File: src/rtl/bwc_pkg.sv
package bwc_pkg;
  localparam int WS_W = 3;

  typedef enum logic [1:0] {
    AM_COUNT  = 2'd0,
    AM_ACK    = 2'd1,
    AM_BOTH   = 2'd2,
    AM_EITHER = 2'd3
  } ack_mode_e;

  typedef struct packed {
    ack_mode_e         mode;
    logic [WS_W-1:0]   ws;
  } bank_timing_t;

  localparam int TIM_W = $bits(bank_timing_t);
endpackage

File: src/rtl/bwc_bank_decode.sv
module bwc_bank_decode #(
  parameter int AW = 32,
  parameter int NB = 4,
  parameter int BW = $clog2(NB)
) (
  input  logic [AW-1:0]          addr,
  input  logic [NB-1:1][AW-1:0]  start,
  output logic [BW-1:0]          bank
);
  logic [NB-1:1] at_or_above;

  genvar gi;
  generate
    for (gi = 1; gi < NB; gi++) begin : g_cmp
      assign at_or_above[gi] = (addr >= start[gi]);
    end
  endgenerate

  // highest matching bank wins
  always_comb begin
    bank = '0;
    for (int i = 1; i < NB; i++) begin
      if (at_or_above[i]) bank = BW'(i);
    end
  end
endmodule

File: src/rtl/bwc_cfg_regs.sv
module bwc_cfg_regs
  import bwc_pkg::*;
#(
  parameter int D_AW   = 32,
  parameter int P_AW   = 24,
  parameter int D_NB   = 4,
  parameter int P_NB   = 2,
  parameter int CFG_AW = 4,
  parameter int CFG_DW = 32
) (
  input  logic                        clk,
  input  logic                        rst,
  input  logic                        cfg_we,
  input  logic [CFG_AW-1:0]           cfg_addr,
  input  logic [CFG_DW-1:0]           cfg_wdata,
  input  logic                        d_idle,
  input  logic                        p_idle,
  output logic [D_NB-1:1][D_AW-1:0]   d_start,
  output logic [P_NB-1:1][P_AW-1:0]   p_start,
  output bank_timing_t [D_NB-1:0]     d_tim,
  output bank_timing_t [P_NB-1:0]     p_tim
);
  localparam int DS_BASE = 0;
  localparam int PS_BASE = DS_BASE + D_NB - 1;
  localparam int DT_BASE = PS_BASE + P_NB - 1;
  localparam int PT_BASE = DT_BASE + D_NB;
  localparam int D_SH    = D_AW - $clog2(D_NB);
  localparam int P_SH    = P_AW - $clog2(P_NB);

  logic              pend_v;
  logic [CFG_AW-1:0] pend_a;
  logic [CFG_DW-1:0] pend_d;
  logic              both_idle, direct;
  logic              app_v;
  logic [CFG_AW-1:0] app_a;
  logic [CFG_DW-1:0] app_d;

  assign both_idle = d_idle & p_idle;
  assign direct    = cfg_we & both_idle & ~pend_v;

  always_comb begin
    if (pend_v) begin
      app_v = both_idle;
      app_a = pend_a;
      app_d = pend_d;
    end else begin
      app_v = direct;
      app_a = cfg_addr;
      app_d = cfg_wdata;
    end
  end

  always_ff @(posedge clk) begin
    if (rst) begin
      pend_v <= 1'b0;
      pend_a <= '0;
      pend_d <= '0;
    end else if (cfg_we && !direct) begin
      pend_v <= 1'b1;
      pend_a <= cfg_addr;
      pend_d <= cfg_wdata;
    end else if (pend_v && both_idle) begin
      pend_v <= 1'b0;
    end
  end

  always_ff @(posedge clk) begin
    if (rst) begin
      for (int i = 1; i < D_NB; i++) d_start[i] <= D_AW'(i) << D_SH;
      for (int i = 1; i < P_NB; i++) p_start[i] <= P_AW'(i) << P_SH;
      for (int i = 0; i < D_NB; i++) d_tim[i] <= '{mode: AM_COUNT, ws: '1};
      for (int i = 0; i < P_NB; i++) p_tim[i] <= '{mode: AM_COUNT, ws: '1};
    end else if (app_v) begin
      for (int i = 1; i < D_NB; i++)
        if (app_a == CFG_AW'(DS_BASE + i - 1)) d_start[i] <= app_d[D_AW-1:0];
      for (int i = 1; i < P_NB; i++)
        if (app_a == CFG_AW'(PS_BASE + i - 1)) p_start[i] <= app_d[P_AW-1:0];
      for (int i = 0; i < D_NB; i++)
        if (app_a == CFG_AW'(DT_BASE + i)) d_tim[i] <= bank_timing_t'(app_d[TIM_W-1:0]);
      for (int i = 0; i < P_NB; i++)
        if (app_a == CFG_AW'(PT_BASE + i)) p_tim[i] <= bank_timing_t'(app_d[TIM_W-1:0]);
    end
  end
endmodule

File: src/rtl/bwc_access_fsm.sv
module bwc_access_fsm
  import bwc_pkg::*;
#(
  parameter int AW = 32,
  parameter int DW = 40,
  parameter int NB = 4,
  parameter int BW = $clog2(NB)
) (
  input  logic                     clk,
  input  logic                     rst,
  input  logic                     req,
  input  logic                     we,
  input  logic [AW-1:0]            addr,
  input  logic [DW-1:0]            wdata,
  input  logic [BW-1:0]            bank,
  input  bank_timing_t [NB-1:0]    tim,
  input  logic                     ack,
  input  logic [DW-1:0]            bus_rdata,
  output logic [NB-1:0]            sel_n,
  output logic                     rd_n,
  output logic                     wr_n,
  output logic [AW-1:0]            bus_addr,
  output logic [DW-1:0]            bus_wdata,
  output logic                     done,
  output logic [DW-1:0]            rdata,
  output logic                     idle
);
  logic            busy, we_q, finish, cnt_zero;
  ack_mode_e       mode_q;
  logic [WS_W-1:0] cnt;
  bank_timing_t    cur;

  assign cur      = tim[bank];
  assign idle     = ~busy;
  assign cnt_zero = (cnt == '0);

  always_comb begin
    unique case (mode_q)
      AM_COUNT: finish = cnt_zero;
      AM_ACK:   finish = ack;
      AM_BOTH:  finish = cnt_zero & ack;
      default:  finish = cnt_zero | ack;
    endcase
  end

  always_ff @(posedge clk) begin
    if (rst) begin
      busy      <= 1'b0;
      we_q      <= 1'b0;
      mode_q    <= AM_COUNT;
      cnt       <= '0;
      sel_n     <= '1;
      rd_n      <= 1'b1;
      wr_n      <= 1'b1;
      bus_addr  <= '0;
      bus_wdata <= '0;
      done      <= 1'b0;
      rdata     <= '0;
    end else begin
      done <= 1'b0;
      if (!busy) begin
        if (req) begin
          busy      <= 1'b1;
          we_q      <= we;
          mode_q    <= cur.mode;
          cnt       <= cur.ws;
          sel_n     <= ~(NB'(1) << bank);
          rd_n      <= we;
          wr_n      <= ~we;
          bus_addr  <= addr;
          bus_wdata <= wdata;
        end
      end else if (finish) begin
        busy  <= 1'b0;
        sel_n <= '1;
        rd_n  <= 1'b1;
        wr_n  <= 1'b1;
        done  <= 1'b1;
        if (!we_q) rdata <= bus_rdata;
      end else if (!cnt_zero) begin
        cnt <= cnt - WS_W'(1);
      end
    end
  end
endmodule

File: src/rtl/bank_wait_ctrl.sv
module bank_wait_ctrl
  import bwc_pkg::*;
#(
  parameter int D_AW   = 32,
  parameter int D_DW   = 40,
  parameter int D_NB   = 4,
  parameter int P_AW   = 24,
  parameter int P_DW   = 48,
  parameter int P_NB   = 2,
  parameter int CFG_AW = 4,
  parameter int CFG_DW = 32
) (
  input  logic              clk,
  input  logic              rst,
  input  logic              cfg_we,
  input  logic [CFG_AW-1:0] cfg_addr,
  input  logic [CFG_DW-1:0] cfg_wdata,
  input  logic              d_req,
  input  logic              d_we,
  input  logic [D_AW-1:0]   d_addr,
  input  logic [D_DW-1:0]   d_wdata,
  output logic              d_done,
  output logic [D_DW-1:0]   d_rdata,
  input  logic              p_req,
  input  logic              p_we,
  input  logic [P_AW-1:0]   p_addr,
  input  logic [P_DW-1:0]   p_wdata,
  output logic              p_done,
  output logic [P_DW-1:0]   p_rdata,
  output logic [D_NB-1:0]   dm_sel_n,
  output logic              dm_rd_n,
  output logic              dm_wr_n,
  output logic [D_AW-1:0]   dm_addr,
  output logic [D_DW-1:0]   dm_wdata,
  input  logic [D_DW-1:0]   dm_rdata,
  input  logic              dm_ack,
  output logic [P_NB-1:0]   pm_sel_n,
  output logic              pm_rd_n,
  output logic              pm_wr_n,
  output logic [P_AW-1:0]   pm_addr,
  output logic [P_DW-1:0]   pm_wdata,
  input  logic [P_DW-1:0]   pm_rdata,
  input  logic              pm_ack
);
  localparam int D_BW = $clog2(D_NB);
  localparam int P_BW = $clog2(P_NB);

  logic [D_NB-1:1][D_AW-1:0] d_start;
  logic [P_NB-1:1][P_AW-1:0] p_start;
  bank_timing_t [D_NB-1:0]   d_tim;
  bank_timing_t [P_NB-1:0]   p_tim;
  logic [D_BW-1:0]           d_bank;
  logic [P_BW-1:0]           p_bank;
  logic                      d_idle, p_idle;

  bwc_cfg_regs #(
    .D_AW(D_AW), .P_AW(P_AW), .D_NB(D_NB), .P_NB(P_NB),
    .CFG_AW(CFG_AW), .CFG_DW(CFG_DW)
  ) u_cfg (
    .clk(clk), .rst(rst), .cfg_we(cfg_we), .cfg_addr(cfg_addr),
    .cfg_wdata(cfg_wdata), .d_idle(d_idle), .p_idle(p_idle),
    .d_start(d_start), .p_start(p_start), .d_tim(d_tim), .p_tim(p_tim)
  );

  bwc_bank_decode #(.AW(D_AW), .NB(D_NB), .BW(D_BW)) u_d_dec (
    .addr(d_addr), .start(d_start), .bank(d_bank)
  );

  bwc_bank_decode #(.AW(P_AW), .NB(P_NB), .BW(P_BW)) u_p_dec (
    .addr(p_addr), .start(p_start), .bank(p_bank)
  );

  bwc_access_fsm #(.AW(D_AW), .DW(D_DW), .NB(D_NB), .BW(D_BW)) u_d_fsm (
    .clk(clk), .rst(rst), .req(d_req), .we(d_we), .addr(d_addr),
    .wdata(d_wdata), .bank(d_bank), .tim(d_tim), .ack(dm_ack),
    .bus_rdata(dm_rdata), .sel_n(dm_sel_n), .rd_n(dm_rd_n), .wr_n(dm_wr_n),
    .bus_addr(dm_addr), .bus_wdata(dm_wdata), .done(d_done),
    .rdata(d_rdata), .idle(d_idle)
  );

  bwc_access_fsm #(.AW(P_AW), .DW(P_DW), .NB(P_NB), .BW(P_BW)) u_p_fsm (
    .clk(clk), .rst(rst), .req(p_req), .we(p_we), .addr(p_addr),
    .wdata(p_wdata), .bank(p_bank), .tim(p_tim), .ack(pm_ack),
    .bus_rdata(pm_rdata), .sel_n(pm_sel_n), .rd_n(pm_rd_n), .wr_n(pm_wr_n),
    .bus_addr(pm_addr), .bus_wdata(pm_wdata), .done(p_done),
    .rdata(p_rdata), .idle(p_idle)
  );
endmodule

File: config.mk
export PLATFORM = sky130hd
export DESIGN_NAME = bank_wait_ctrl
export DESIGN_NICKNAME = d
export VERILOG_FILES = /design/src/rtl/bwc_pkg.sv /design/src/rtl/bwc_bank_decode.sv /design/src/rtl/bwc_cfg_regs.sv /design/src/rtl/bwc_access_fsm.sv /design/src/rtl/bank_wait_ctrl.sv
export SDC_FILE = /design/constraint.sdc
export NUM_CORES = 1
export LEC_CHECK = 0
export BUFFER_PORTS_ARGS = -buffer_cell sky130_fd_sc_hd__buf_2
export CORE_MARGIN = 2
export CORE_UTILIZATION = 35
export CTS_CLUSTER_SIZE = 8
export DETAILED_ROUTE_END_ITERATION = 16
export SKIP_CTS_REPAIR_TIMING = 1
export SLEW_MARGIN = 20
export SYNTH_ARGS = -nofsm -noshare
export SYNTH_HDL_FRONTEND = slang
export SYNTH_SLANG_ARGS = --single-unit
File: constraint.sdc
create_clock -name clk -period 4.15 [get_ports clk]
set_input_delay 0.83 -clock clk [delete_from_list [all_inputs] [get_ports clk]]
set_output_delay 0.83 -clock clk [all_outputs]
set_load 0.005 [all_outputs]
== Word-level counts from Yosys, hierarchy flattened ==
Cells that the tools add are included.
Storage, ports and cells
  register bits: 445
  bits of input ports: 277
  output and inout bits: 244
Operators by class
  shift-type cells: 2
  $lt $le $gt $ge: 6
  muxes and demuxes: 47
  equal/unequal tests: 19
  bitwise operators: 16
  reduce and logical (&&, ||, !) cells: 31
  $add $sub $neg: 2
Operator list (count)
  $ge 32x32->1: 3
  $mux 32: 1
  $reduce_and 2->1: 14
  $ge 24x24->1: 1
  $mux 3: 8
  $mux 1: 23
  $eq 4x3->1 const B: 4
  $mux 4: 4
  $mux 5: 3
  $ne 2x2->1 const B: 6
  $reduce_and 3->1: 4
  $bmux 5 s2: 1
  $mux 2: 5
  $eq 4x2->1 const B: 2
  $eq 4x4->1 const B: 2
  $not 1->1: 7
  $logic_not 3->1: 2
  $pmux 1 s3: 2
  $reduce_bool 2->1: 3
  $sub 3x1->3 const B: 2
  $and 1x1->1: 5
  $eq 2x1->1 const B: 2
  $eq 2x2->1 const B: 2
  $eq 4x1->1 const B: 1
  12 further kinds: 16

== Longest topological paths before layout ==
  depth after elaboration: 8
  mapped depth: 10
  gate-level depth less buffers: 10

== Hierarchy ==
A second synthesis with hierarchy kept.
Second synthesis, totals
  cells, all modules: 2342
  area, all modules: 20696.1 um2
Modules (own cells, without submodules)
  bwc_cfg_regs: cells each 756, area each 7608.5 um2, times used 1
  bwc_access_fsm at u_p_fsm: cells each 598, area each 5198.7 um2, times used 1
  bwc_access_fsm at u_d_fsm: cells each 577, area each 4830.9 um2, times used 1
  bwc_bank_decode at u_d_dec: cells each 328, area each 2464.9 um2, times used 1
  bwc_bank_decode at u_p_dec: cells each 83, area each 593.1 um2, times used 1

== Worst setup path before layout ==
OpenSTA, ideal clock, no wires.
  kind: input to register
  start: in d_addr[0]
  end: reg u_d_fsm.cnt[2]
  required time: 4.076 ns
  path buffers: 0
  cell stages on the path: 10
  slack: 1.020 ns
  data arrival time: 3.056 ns
  cells stage by stage: inv_1 -> ha_1 -> nand2b_4 -> a2111oi_2 -> a2111oi_0 -> or4_4 -> a21oi_4 -> mux2i_1 -> or4_1 -> a31oi_1
On the way
  longest elaborated chain between the ends: 8
  elaborated cells on any way between the ends: 10
  those cells by class: order compare (3); mux (7)
Ends and longest elaborated chain
  from (decl): line bank_wait_ctrl.sv:20  | input logic [D_AW-1:0] d_addr,
  $ge 32x32->1: line bwc_bank_decode.sv:15  | assign at_or_above[gi] = (addr >= start[gi]);
  $mux 1: line bwc_bank_decode.sv:23  | if (at_or_above[i]) bank = BW'(i);
  $mux 2: line bwc_bank_decode.sv:23
  $mux 2 (*): line bwc_bank_decode.sv:23
  $bmux 5 s2 (*): line bwc_access_fsm.sv:33  | assign cur = tim[bank];
  $mux 5 (not written as such) (*): line bwc_access_fsm.sv:33
  $mux 3 (*): line bwc_access_fsm.sv:62  | if (req) begin
  $mux 3 (*): line bwc_access_fsm.sv:61  | if (!busy) begin
  to (signal assigned): line bwc_access_fsm.sv:66  | cnt <= cur.ws;
  to (signal assigned): line bwc_access_fsm.sv:81  | cnt <= cnt - WS_W'(1);
  to (decl): line bwc_access_fsm.sv:30  | logic [WS_W-1:0] cnt;
Every way passes the cells marked *; elsewhere a longest branch is shown, timed or not. The select of a mux whose other input is x is not followed.
A chain may end at the register's enable or synchronous reset.

== Final worst setup path ==
  start: reg u_cfg.pend_v
  end: reg u_cfg.d_start[68] in the netlist's numbering
On the way
  longest elaborated chain between the ends: 4
  elaborated cells on any way between the ends: 7
  those cells by class: eq/ne (1); mux (3); bitwise (2); reduce/logical (1)
Ends and longest elaborated chain
  from (decl): line bwc_cfg_regs.sv:30  | logic pend_v;
  from (signal assigned): line bwc_cfg_regs.sv:55  | pend_v <= 1'b0;
  from (signal assigned): line bwc_cfg_regs.sv:59  | pend_v <= 1'b1;
  from (signal assigned): line bwc_cfg_regs.sv:63  | pend_v <= 1'b0;
  parallel branches: the longest is 4 deep, another holds $mux 4
  to (signal, indexed assignment): line bwc_cfg_regs.sv:75  | if (app_a == CFG_AW'(DS_BASE + i - 1)) d_start[i] <= app_d[D_AW-1:0];
  to (decl): line bwc_cfg_regs.sv:18  | output logic [D_NB-1:1][D_AW-1:0] d_start,
Several ways; the timed one is not identified.

==> results.md <==
* Period utilization at 76.75%
* CTS tree: built
* Max FO, Critical Path at 38
* R2r setup slk at 0.96 ns
* FF-to-FF Start: u_cfg.pend_v
* Most numerous cell in the Yosys netlist: nand2_1
* Synth area leaders: dfxtp_1 47%, nand2_1 11%, a21oi_1 8.6%
* Die area at 56040 sq um
* Hold_sp: u_d_fsm.bus_addr[27]
* First-pass GRT wire length at 93680 um
* Routability Congestion at 0.9017
* DR vias/cell at 5.045
* Number of global-route vias before repair at 16810
* Critical path launch point: u_cfg.pend_v
* Final #Nets at 3195
* Ys Warns at 0
* Design area at 24050 sq um
* Clock Sink Count at 445
* Final antenna-violating net count at 0
* Worst ir drop on vdd at 0.2835 mV
* I/O Buffers at 520
* GRT Total Usage at 21.31%
* Std-Cell Rows at 85
* Root buffer cell: clkbuf_16
* Mapped Area at 18960 sq um
* Initial antenna violation count at 13
* Synth Instances at 2322
* Area of the core at 53710 sq um
* Reg power frac at 42.6%
* Cell taking the most area after synthesis: dfxtp_1
* Tmin final at 3.185 ns
* Pint at 0.008050 W
* Setup Crit Path Kind: reg -> reg
* Max-Cap Viols at 0
* CP Capture Type: flip-flop
* Area grow syn2layout at 26.86%
* Routed WL at 61680 um
* Clock Path Buffers at 3
* Max-slew violation count at 0
* Detailed placer's ending HPWL at 46070 um
* WL per Instance at 17.59 um
* Placed cell area at 22220 sq um
* Clk_lat worst skew at 0.58 ns
* Slew @ Worst Pin at 0.9784 ns
* Htree depth at 3
* F_max at 314.0 MHz
* Share of cells above drive strength 1 at 23.13%
* Status: complete, no violations
* Hold violation count in the final report at 0
* Unrepaired setup endpoints after global routing: no
* Yosys reg bits at 445
* Slew margin rel. at 32.91%
* Post-synth EDFFs at 0
* Top cells by count, synth: 571 x nand2_1, 445 x dfxtp_1, 327 x a21oi_1
* Final core utilization at 44.78%
* Critical path arrival at 3.67 ns
* Mapped Nets at 2723
* TritonCTS buffer count at 66
* Synth async-reset ratio at 0%
* Horiz. Die Dim at 236.7 um
* Syn avg cell area at 8.165 sq um
* Overflow after GRT at 0
* Post-synth top area share at 46.99%
* CP Data Required Time at 4.64 ns
* Clock transition at path regs at 0.05 ns
* Vias after detailed routing at 17690
* Clk pwr share at 43.4%
* Top_reg_cell synth: dfxtp_1
* NetSw at 0.002971 W
* Pleak at 9.995 nW
* Largest net degree at the start of global routing at 121
* Initial Util at 35.30%
* Num ports at 521
* Drt first pass iters at 5
* CP Launch Type: flip-flop
* Fin Clk Skew at 0.01900 ns
* Sequential share of the synthesized area at 46.99%
* Switching part of the total at 26.96%
* # DRC at 0
* Logic pwr share at 14.0%
* Distinct cells, synth at 60
* Initial drt markers at 867
* Chip height at 236.7 um
* Power per cell area at 458.2 nW/um^2
* Setup TNS at 0 ns
* # setup viols final at 0
* Worst Hold Class: reg -> reg
-- sequential cells by signal (all words and copies together) (netlist names), 4 cells and up --
| signal | cells |
|---|---|
| u_cfg.d_start | 96 |
| u_p_fsm.bus_wdata | 48 |
| u_p_fsm.rdata | 48 |
| u_d_fsm.bus_wdata | 40 |
| u_d_fsm.rdata | 40 |
| u_cfg.pend_d | 32 |
| u_d_fsm.bus_addr | 32 |
| u_cfg.p_start | 24 |
| u_p_fsm.bus_addr | 24 |
| u_cfg.d_tim | 20 |
| u_cfg.p_tim | 10 |
| u_cfg.pend_a | 4 |
| u_d_fsm.sel_n | 4 |
-- critical path, cell delays in order, from the launching register on --
cell and delay (ns):
dfxtp_2 0.77, buf_4 0.47, nand2b_1 0.13, o32ai_1 0.25
and3_2 0.81, buf_4 0.34, nor2_1 0.07, a211oi_1 0.22
-- cells in the final DEF, fill, tap and decap left out, drive strengths merged, types with 15 or more instances in the layout --
cell	instances
nand2	571
buf	548
dfxtp	445
a21oi	328
nor2	185
inv	132
a211oi	131
ha	124
clkbuf	73
mux2i	43
o21ai	34
nand2b	20
a21o	18
or2	15
-- routing by layer --
layer,vias up,track usage [%],part of all wire [%]
li1,8766,-,-
met1,8255,25.64,42
met2,534,35.34,47
met3,125,5.106,6.6
met4,14,11.12,4.4
met5,-,0,0.14
-- kinds of logic after synthesis --
logic type	synth area share [%]
AND/OR/NAND/NOR	18.53
AO/OA/AOI/OAI	18.55
flip-flops	46.99
buffers and inverters	5.418
adder cells (fa/ha/maj)	8.184
multiplexers	2.330
-- area by class of cell --
| class | count | area, sq um |
|---|---|---|
| diodes | 5 | 12.51 |
| clock buffers | 73 | 1719 |
| clock inverters | 7 | 72.57 |
| fillers | 5394 | 29660 |
| inverters | 128 | 480.5 |
| multi-input cells | 1605 | 9087 |
| flip-flops and latches | 445 | 8910 |
| well taps | 696 | 870.8 |
| repair buffers | 548 | 2898 |
-- through the flow --
step / power, W / hold slack (ns) / worst slack, ns / std cells
floorplan: 0.005627 / 0.4265 / 1.020 / 2322
global placement: 0.006268 / 0.4390 / 0.4594 / 3421
detailed placement: 0.006319 / 0.4433 / 0.4219 / 3421
CTS: 0.01117 / 0.4430 / 0.9924 / 3501
global route: 0.01157 / 0.4640 / 0.7013 / 3506
finish: 0.01102 / 0.4475 / 0.9649 / 3507
-- power by group through the flow --
stage / registers [W] / clock network (W) / logic (W)
2_1_floorplan: 0.00475 / 0 / 0.000880
3_3_place_gp: 0.00476 / 0 / 0.00151
3_5_place_dp: 0.00477 / 0 / 0.00155
4_1_cts: 0.00469 / 0.00493 / 0.00155
5_1_grt: 0.00471 / 0.00513 / 0.00173
6_report: 0.00469 / 0.00479 / 0.00154
-- worst paths after layout --
kind         depth (start not counted)                   end
max reg2reg                          7     u_cfg.d_start[68]
min                                  2  u_d_fsm.bus_addr[27]
min reg2reg                          2  u_d_fsm.bus_addr[27]
max                                  7     u_cfg.d_start[68]
Note: power is estimated with default switching activity, not from simulation.
